`config.mk`:
```
export PLATFORM = sky130hd
export DESIGN_NAME = prog_count_channel
export DESIGN_NICKNAME = d
export VERILOG_FILES = /design/src/rtl/pcc_pkg.sv /design/src/rtl/pcc_load_decode.sv /design/src/rtl/pcc_count_view.sv /design/src/rtl/pcc_count_engine.sv /design/src/rtl/prog_count_channel.sv
export SDC_FILE = /design/constraint.sdc
export NUM_CORES = 1
export LEC_CHECK = 0
export ABC_AREA = 0
export ABC_CLOCK_PERIOD_IN_PS = 10300
export BUFFER_PORTS_ARGS = -buffer_cell sky130_fd_sc_hd__clkbuf_2
export CAP_MARGIN = 20
export CORE_MARGIN = 1.5
export CORE_UTILIZATION = 28
export CTS_BUF_LIST = sky130_fd_sc_hd__clkbuf_4 sky130_fd_sc_hd__clkbuf_8 sky130_fd_sc_hd__clkbuf_16
export DETAILED_ROUTE_END_ITERATION = 16
export GPL_TIMING_DRIVEN = 0
export PLACE_DENSITY = 0.4
export SYNTH_ARGS = -nofsm -noshare
export SYNTH_HDL_FRONTEND = slang
export SYNTH_SLANG_ARGS = --single-unit
```
`constraint.sdc`:
```
create_clock -name clk -period 10.3 [get_ports clk]
set_clock_uncertainty 0.15 [all_clocks]
set_input_delay 1.03 -clock clk [delete_from_list [all_inputs] [get_ports clk]]
set_output_delay 1.03 -clock clk [all_outputs]
set_load 0.05 [all_outputs]
```
`src/rtl/pcc_pkg.sv`:
```
`timescale 1ns/1ps
package pcc_pkg;
  typedef enum logic [2:0] {
    MD_TERMINAL    = 3'd0,
    MD_ONESHOT     = 3'd1,
    MD_DIVIDER     = 3'd2,
    MD_SQUARE      = 3'd3,
    MD_SOFT_STROBE = 3'd4,
    MD_GATE_STROBE = 3'd5
  } pcc_mode_e;

  function automatic int unsigned pow10(input int n);
    int unsigned r;
    r = 1;
    for (int i = 0; i < n; i++) r = r * 10;
    return r;
  endfunction
endpackage

```
`src/rtl/pcc_load_decode.sv`:
```
`timescale 1ns/1ps
module pcc_load_decode
  import pcc_pkg::*;
#(
  parameter int CNT_W = 16,
  localparam int CW = CNT_W + 1,
  localparam int DIG = CNT_W / 4
) (
  input  logic [CNT_W-1:0] raw_value,
  input  logic [2:0]       raw_mode,
  input  logic             raw_bcd,
  output logic [CW-1:0]    init_value,
  output pcc_mode_e        mode
);
  localparam logic [CW-1:0] BIN_FULL = CW'(1) << CNT_W;
  localparam logic [CW-1:0] DEC_FULL = CW'(pow10(DIG));

  logic [CW-1:0] dec_acc;

  always_comb begin
    dec_acc = '0;
    for (int i = DIG - 1; i >= 0; i--)
      dec_acc = dec_acc * CW'(10) + CW'(raw_value[i*4 +: 4]);
    if (raw_value == '0) init_value = raw_bcd ? DEC_FULL : BIN_FULL;
    else                 init_value = raw_bcd ? dec_acc : {1'b0, raw_value};
  end

  always_comb begin
    unique case (raw_mode)
      3'd6:    mode = MD_DIVIDER;
      3'd7:    mode = MD_SQUARE;
      default: mode = pcc_mode_e'(raw_mode);
    endcase
  end
endmodule

```
`src/rtl/pcc_count_view.sv`:
```
`timescale 1ns/1ps
module pcc_count_view
  import pcc_pkg::*;
#(
  parameter int CNT_W = 16,
  localparam int CW = CNT_W + 1,
  localparam int DIG = CNT_W / 4
) (
  input  logic [CW-1:0]    cnt,
  input  logic             bcd,
  output logic [CNT_W-1:0] view
);
  localparam logic [CW-1:0] DEC_MOD = CW'(pow10(DIG));

  logic [CW-1:0]    rem;
  logic [CNT_W-1:0] dec_digits;

  always_comb begin
    rem = cnt % DEC_MOD;
    dec_digits = '0;
    for (int i = 0; i < DIG; i++) begin
      dec_digits[i*4 +: 4] = 4'(rem % CW'(10));
      rem = rem / CW'(10);
    end
    view = bcd ? dec_digits : cnt[CNT_W-1:0];
  end
endmodule

```
`src/rtl/pcc_count_engine.sv`:
```
`timescale 1ns/1ps
module pcc_count_engine
  import pcc_pkg::*;
#(
  parameter int CNT_W = 16,
  parameter logic GATE_RST = 1'b1,
  localparam int CW = CNT_W + 1,
  localparam int DIG = CNT_W / 4
) (
  input  logic          clk,
  input  logic          rst_n,
  input  logic          tick_en,
  input  logic          gate_in,
  input  logic          load_valid,
  input  logic [CW-1:0] ld_init,
  input  pcc_mode_e     ld_mode,
  input  logic          ld_bcd,
  output logic [CW-1:0] cnt,
  output logic          bcd,
  output logic          out_level
);
  localparam logic [CW-1:0] BIN_WRAP = (CW'(1) << CNT_W) - CW'(1);
  localparam logic [CW-1:0] DEC_WRAP = CW'(pow10(DIG)) - CW'(1);

  pcc_mode_e     mode_q;
  logic [CW-1:0] init_q, cnt_q;
  logic          bcd_q, out_q, running, armed, phase_hi, gate_q;

  logic          gate_rise, retrig_mode, freeze_mode, restart, adv;
  pcc_mode_e     sel_mode;
  logic [CW-1:0] sel_init, start_val, dec_val, wrap_max, hi_load, lo_load;
  logic          start_out;

  always_comb begin
    gate_rise   = gate_in & ~gate_q;
    retrig_mode = mode_q inside {MD_ONESHOT, MD_DIVIDER, MD_SQUARE, MD_GATE_STROBE};
    freeze_mode = mode_q inside {MD_TERMINAL, MD_SOFT_STROBE};
    restart     = load_valid | (running & gate_rise & retrig_mode);
    adv         = running & tick_en & (gate_in | ~freeze_mode);
    sel_mode    = load_valid ? ld_mode : mode_q;
    sel_init    = load_valid ? ld_init : init_q;
    start_val   = (sel_mode == MD_SQUARE) ? sel_init + CW'(sel_init[0]) : sel_init;
    start_out   = sel_mode inside {MD_ONESHOT, MD_SQUARE};
    wrap_max    = bcd_q ? DEC_WRAP : BIN_WRAP;
    dec_val     = (cnt_q == '0) ? wrap_max : cnt_q - CW'(1);
    hi_load     = init_q + CW'(init_q[0]);
    lo_load     = init_q - CW'(init_q[0]);
  end

  always_ff @(posedge clk) begin
    if (!rst_n) begin
      mode_q   <= MD_TERMINAL;
      init_q   <= '0;
      cnt_q    <= '0;
      bcd_q    <= 1'b0;
      out_q    <= 1'b0;
      running  <= 1'b0;
      armed    <= 1'b0;
      phase_hi <= 1'b0;
      gate_q   <= GATE_RST;
    end else begin
      gate_q <= gate_in;
      if (load_valid) begin
        mode_q <= ld_mode;
        init_q <= ld_init;
        bcd_q  <= ld_bcd;
      end
      if (restart) begin
        cnt_q    <= start_val;
        out_q    <= start_out;
        armed    <= 1'b1;
        phase_hi <= 1'b1;
        running  <= 1'b1;
      end else if (adv) begin
        unique case (mode_q)
          MD_DIVIDER: begin
            if (cnt_q == CW'(1)) begin
              cnt_q <= init_q;
              out_q <= 1'b1;
            end else begin
              cnt_q <= cnt_q - CW'(1);
              out_q <= 1'b0;
            end
          end
          MD_SQUARE: begin
            if (cnt_q <= CW'(2)) begin
              if (phase_hi && lo_load != '0) begin
                cnt_q    <= lo_load;
                out_q    <= 1'b0;
                phase_hi <= 1'b0;
              end else begin
                cnt_q    <= hi_load;
                out_q    <= 1'b1;
                phase_hi <= 1'b1;
              end
            end else begin
              cnt_q <= cnt_q - CW'(2);
            end
          end
          default: begin
            cnt_q <= dec_val;
            if (dec_val == '0 && armed) begin
              armed <= 1'b0;
              out_q <= (mode_q != MD_ONESHOT);
            end else if (mode_q inside {MD_SOFT_STROBE, MD_GATE_STROBE}) begin
              out_q <= 1'b0;
            end
          end
        endcase
      end
    end
  end

  assign cnt       = cnt_q;
  assign bcd       = bcd_q;
  assign out_level = out_q;


  strobe_len_chk: assert property (@(posedge clk) disable iff (!rst_n)
    (mode_q inside {MD_SOFT_STROBE, MD_GATE_STROBE} && out_q && adv && !load_valid) |=> !out_q);


  term_hold_chk: assert property (@(posedge clk) disable iff (!rst_n)
    (mode_q == MD_TERMINAL && out_q && !load_valid) |=> out_q);


  period_bound_chk: assert property (@(posedge clk) disable iff (!rst_n)
    (running && mode_q inside {MD_DIVIDER, MD_SQUARE} && !load_valid) |=> (cnt_q <= init_q + CW'(1)));


  gate_freeze_chk: assert property (@(posedge clk) disable iff (!rst_n)
    (freeze_mode && !gate_in && !load_valid) |=> ($stable(cnt_q) && $stable(out_q)));


  idle_hold_chk: assert property (@(posedge clk) disable iff (!rst_n)
    (!running && !load_valid) |=> $stable(cnt_q));
endmodule

```
`src/rtl/prog_count_channel.sv`:
```
`timescale 1ns/1ps
module prog_count_channel
  import pcc_pkg::*;
#(
  parameter int CNT_W = 16,
  parameter logic GATE_RST = 1'b1,
  localparam int CW = CNT_W + 1
) (
  input  logic             clk,
  input  logic             rst_n,
  input  logic             tick_en,
  input  logic             gate_in,
  input  logic             load_valid,
  input  logic [CNT_W-1:0] load_value,
  input  logic [2:0]       load_mode,
  input  logic             load_bcd,
  output logic [CNT_W-1:0] count_out,
  output logic             out_level
);
  logic [CW-1:0] ld_init, cnt;
  pcc_mode_e     ld_mode;
  logic          bcd;

  pcc_load_decode #(.CNT_W(CNT_W)) u_decode (
    .raw_value (load_value),
    .raw_mode  (load_mode),
    .raw_bcd   (load_bcd),
    .init_value(ld_init),
    .mode      (ld_mode)
  );

  pcc_count_engine #(.CNT_W(CNT_W), .GATE_RST(GATE_RST)) u_engine (
    .clk       (clk),
    .rst_n     (rst_n),
    .tick_en   (tick_en),
    .gate_in   (gate_in),
    .load_valid(load_valid),
    .ld_init   (ld_init),
    .ld_mode   (ld_mode),
    .ld_bcd    (load_bcd),
    .cnt       (cnt),
    .bcd       (bcd),
    .out_level (out_level)
  );

  pcc_count_view #(.CNT_W(CNT_W)) u_view (
    .cnt (cnt),
    .bcd (bcd),
    .view(count_out)
  );


  port_hold_chk: assert property (@(posedge clk) disable iff (!rst_n)
    (!tick_en && !load_valid && !gate_in) |=> ($stable(count_out) && $stable(out_level)));
endmodule

```
Yosys cells after proc, flatten, opt, wreduce, memory -nomap -nowiden:

Cells that the tools add are included.

* bits in registers: 43
* output and inout bits: 17
* memory bits (read-only): 0
* input bits: 25
* bits in latches: 0
* memories: 0
* memory bits (writable): 0

* shift-type cells: 0
* add/subtract/negate cells: 8
* bitwise logic cells: 9
* $mul: 3
* div/mod/pow operators: 8
* mux-type cells: 31
* reductions and logical operators: 20
* order comparisons: 1
* equality and inequality tests: 13

Operators by type and width (count)
* $mux W17: 11
* $mod A17 B4 Y17 const B: 4
* $add A17 B4 Y17: 3
* $div A17 B4 Y17 const B: 3
* $add A17 B1 Y17: 2
* $logic_not A17 Y1: 2
* $mul A17 B3 Y16 const B: 2
* $pmux W17 S2: 1
* $mux W16: 2
* $eq A17 B1 Y1 const B: 1
* $le A17 B2 Y1 const B: 1
* $mod A17 B14 Y17 const B: 1
* $reduce_bool A17 Y1: 1
* $sub A17 B1 Y17: 1
* $sub A17 B1 Y17 const B: 1
* $sub A17 B2 Y17 const B: 1
* $logic_not A16 Y1: 1
* $mux W1: 14
* $reduce_bool A2 Y1: 7
* $eq A3 B3 Y1 const B: 4
* $eq A3 B2 Y1 const B: 3
* $reduce_and A3 Y1: 3
* $mul A4 B3 Y7 const B: 1
* $eq A3 B1 Y1 const B: 2
* other kinds (14): 21

Depth between registers and ports, before layout:

* depth after elaboration: 12
* mapped depth: 43
* depth with buffers taken out: 34

By module:

A second synthesis with hierarchy kept.

* cell total of the unflattened synthesis: 1538
* area, all modules: 11193.2 um^2

By module, submodules not included
* pcc_count_view: times used 1, area each 4735.8 um^2, cells each 685
* pcc_count_engine: times used 1, area each 4216.5 um^2, cells each 565
* pcc_load_decode: times used 1, area each 2240.9 um^2, cells each 288

Worst setup path before layout:

Ideal clock, no wire load.

* path kind: register to output
* from: register u_engine.cnt_q[7], in the netlist u_engine.cnt[7]
* to: output count_out[12]
* cell stages (with the launch flop): 39
* data arrival time: 9.697 ns
* path slack: -0.577 ns
* required time: 9.120 ns
* cells stage by stage: dfxtp_1 or4_1 buf_2 a311oi_4 o211a_4 nand2_1 a211o_1 a31o_4 or3_4 and2_4 or4_4 mux2_4 xnor2_4 o32ai_2 o32a_1 buf_4 xnor2_4 a311oi_4 [... 3 more ...] buf_2 nand3_1 clkbuf_1 and2_0 a22o_1 a221oi_1 ha_1 inv_1 a31oi_1 a2bb2oi_1 o2111a_2 xnor2_1 inv_1 ha_1 or3_1 a211oi_2 nand2_1 a31oi_1

* word-level cells in the longest chain between the ends: 6

RTL lines
* start, declared: RTL line pcc_count_engine.sv:26 `logic [CW-1:0] init_q, cnt_q;`
* start signal, assigned: RTL line pcc_count_engine.sv:69 `cnt_q <= start_val;`
* start signal, assigned: RTL line pcc_count_engine.sv:78 `cnt_q <= init_q;`
* start signal, assigned: RTL line pcc_count_engine.sv:81 `cnt_q <= cnt_q - CW'(1);`
* $mod A17 B14 Y17: RTL line pcc_count_view.sv:19 `rem = cnt % DEC_MOD;`
* $div A17 B4 Y17 (3 in a row): RTL line pcc_count_view.sv:23 `rem = rem / CW'(10);`
* $mod A17 B4 Y17: RTL line pcc_count_view.sv:22 `dec_digits[i*4 +: 4] = 4'(rem % CW'(10));`
* $mux W16: RTL line pcc_count_view.sv:25 `view = bcd ? dec_digits : cnt[CNT_W-1:0];`
* end, declared: RTL line prog_count_channel.sv:17 `output logic [CNT_W-1:0] count_out,`

No other way between the ends.

Final worst setup path:

* from: register u_engine.cnt_q[7], in the netlist u_engine.cnt[7]
* to: output count_out[11]

* word-level cells in the longest chain between the ends: 5

RTL lines (RTL line)
* $mod A17 B14 Y17: pcc_count_view.sv:19
* $div A17 B4 Y17 (2 in a row): pcc_count_view.sv:23
* $mod A17 B4 Y17: pcc_count_view.sv:22
* $mux W16: pcc_count_view.sv:25

No other way between the ends.

==> impl_metrics.yaml <==
run_status:
  status: "finished, violations left"
  violations: "negative setup slack"
placed_design:
  dp_hpwl_um: 33500
  io_buffers: 39
  dp.cells: 2092
  place.gp.congestion: 0.941
logic_synthesis:
  synth_most_common_cell: "nand2_1"
  yosys.area.top_type: "ha_1"
  synth.top_cells.by_area: "ha_1 (8.3%), dfxtp_1 (7.9%), xnor2_1 (6.9%)"
  yosysUniqueCellTypes: 122
  synth-edff-count: 0
  yosys-top-cells-count: "nand2_1 (155), nor2_1 (134), a21oi_1 (111)"
  synthFlopType: "dfxtp_1"
  ys_ff_latch: 43
  synth_fp_nets: 1645
  synthCells: 1542
  synth_warnings: 0
  synth_area_um2: 10900
  syn_avg_cell_area_um2: 7.04
  async_reset_ff_share_pct: 0
  synth_top_area_share_pct: 8.30
  seq_area_frac_synth_pct: 7.93
die:
  io_pins: 42
  core_area_um2: 37900
  fp.dieArea_um2: 39900
  fp-row-count: 71
  initial_core_util_pct: 28.6
  chipHeight_um: 200
  die_x_um: 200
critical_path:
  required_ns: 9.12
  cp_slowest_cell: "or4b_4"
  ff2ff_path_depth: 12
  r2r-start: "u_engine.cnt[8]"
  r2r-end: "u_engine.cnt[10]"
  crit_fanout: 7
  cpMostUsedCell: "buf_6"
  crit_arrival_ns: 9.60
  timing_worst_setup_path_type: "flop to primary output"
  critical_path.endpoint_type: "primary output"
  r2r_slack_ns: 5.65
  critical-path-max-stage-delay_ns: 0.57
  critPathLaunchType: "flop"
route:
  first_pass_iters: 6
  drt_iter0_drc: 1082
  drc_errors: 0
  wl_um: 44400
  vias: 12800
  routed_via_density: 5.75
  ant_nets: 0
  wl_per_cell_um: 20.0
sta:
  grt_setup_unrepaired: "yes"
  post-route-period-util_pct: 105
  relSlewSlack_pct: 26.5
  finalHoldWorstSlack_ns: 0.343
  final-max-slew-violation-count: 0
  tightest_slew_ns: 1.09
  finalSetupViolations: 8
  fmax_mhz: 92.8
  final_hold_viol_count: 0
  setup-tns-final_ns: -2.90
  period_minus_slack_ns: 10.78
  setup_ws_ns: -0.480
global_routing:
  grt_max_degree: 14
  grt-ovfl-total: 0
  grt_pass1_wl_um: 68900
  grt_pass1_vias: 12400
  antenna_found_initial: 0
  grtUsageTotal_pct: 21.5
worst_hold_path:
  hold_class: "flop to flop"
  hold_depth: 2
  hold_end: "u_engine.out_level"
  hp-start: "u_engine.out_level"
layout:
  area_delta_synth_final_pct: 33.3
  multi_input_area_um2: 10700
  diodes: 0
  layout-drive-gt1-share_pct: 27.4
  fill_cells: 4035
  stdcell_count: 2222
  post-route-util_pct: 38.1
  fin_nets: 1813
  seqCellArea_um2: 867
cts:
  cts_root_buffer: "clkbuf_16"
  worstSkewPairLatency_ns: 0.31
  cts.path.max_buffers: 2
  postCtsHoldBufs: 0
  cts_sinks: 43
  numCtsBuffers: 5
  path_clk_slew_ns: 0.07
  cts_tree: "built"
  cts_max_level: 2
run:
  cap_violations: 0
critical path, delay by kind of cell, from the launching register on:
family,cells,cell delay [ns]
flops,1,0.35
buf+inv,10,1.34
mux,1,0.39
compound gates,17,3.71
simple gates,9,2.44
fa+ha+maj,2,0.42
xor+xnor,3,0.59
routing by layer:
layer / vias up / share of wire [%] / track usage (%)
met3: 81 / 4.7 / 1.70
met4: 0 / 2.7 / 5.46
met5: - / 0 / 0
li1: 6175 / - / -
met1: 6116 / 45 / 28.5
met2: 407 / 48 / 37.6
state kept, by name (all words and copies together) (netlist names):
register and count:
u_engine.cnt 17, u_engine.init_q 17, u_engine.mode_q 3, u_engine.armed 1, u_engine.bcd 1, u_engine.gate_q 1
u_engine.out_level 1, u_engine.phase_hi 1, u_engine.running 1
layout by cell type (no fill, tap or decap), types with 22 or more instances in the layout:
cell type / netlist / final
nand3_1: 73 / 68
o21ai_0: 74 / 70
nor2_1: 134 / 128
ha_1: 72 / 67
dfxtp_1: 43 / 40
a21oi_1: 111 / 99
nor3_1: 55 / 44
o211ai_1: 31 / 31
clkbuf_2: 0 / 39
xnor2_1: 86 / 81
a221oi_1: 28 / 24
nand2_1: 155 / 148
clkbuf_1: 64 / 37
buf_4: 9 / 127
inv_1: 60 / 57
nor4_1: 25 / 22
xor2_1: 37 / 33
cell type report:
cell class	count	share of cell area, %
plain buffers	86	3.60
clock buffers	6	0.960
clock inverters	2	0.242
inverters	65	1.69
multi-input cells	1339	73.8
flip-flops and latches	43	6.00
well taps	511	4.42
repair buffers	170	9.27
how the worst max path moves through the flow:
stage	start	depth (start not counted)	to	slack, ns
3_5_place_dp	u_engine.cnt[9]	37	count_out[11]	-1.99
5_1_grt	u_engine.cnt[7]	41	count_out[10]	-0.81
6_report	u_engine.cnt[7]	42	count_out[11]	-0.48
3_3_place_gp	u_engine.cnt[10]	38	count_out[11]	-2.02
2_1_floorplan	u_engine.cnt[7]	37	count_out[10]	0.02
4_1_cts	u_engine.cnt[7]	40	count_out[12]	-0.41
stage by stage:
step / instance area [µm²] / setup WS (ns)
2_1_floorplan: 10900 / 0.0186
6_report: 14500 / -0.480
3_5_place_dp: 11800 / -1.99
5_1_grt: 14500 / -0.810
3_3_place_gp: 11800 / -2.02
4_1_cts: 13400 / -0.413
what timing repair did:
action | CTS | global route
resized for setup | 193 | 149
buffers inserted | 84 | 47
pin swaps | 64 | 83
cloned | 0 | 1
setup endpoints to repair | 15 | 15
cell families after synthesis:
family,share of synthesized area [%]
simple gates,25.9
compound gates,35.8
buf+inv,6.11
xor+xnor,11.0
fa+ha+maj,9.51
flops,7.93
mux,3.77
other cells,0.0346
Power is left out: the tool's default activity adds up to more than one toggle a clock period on the data nets, which glitch-free logic cannot reach.
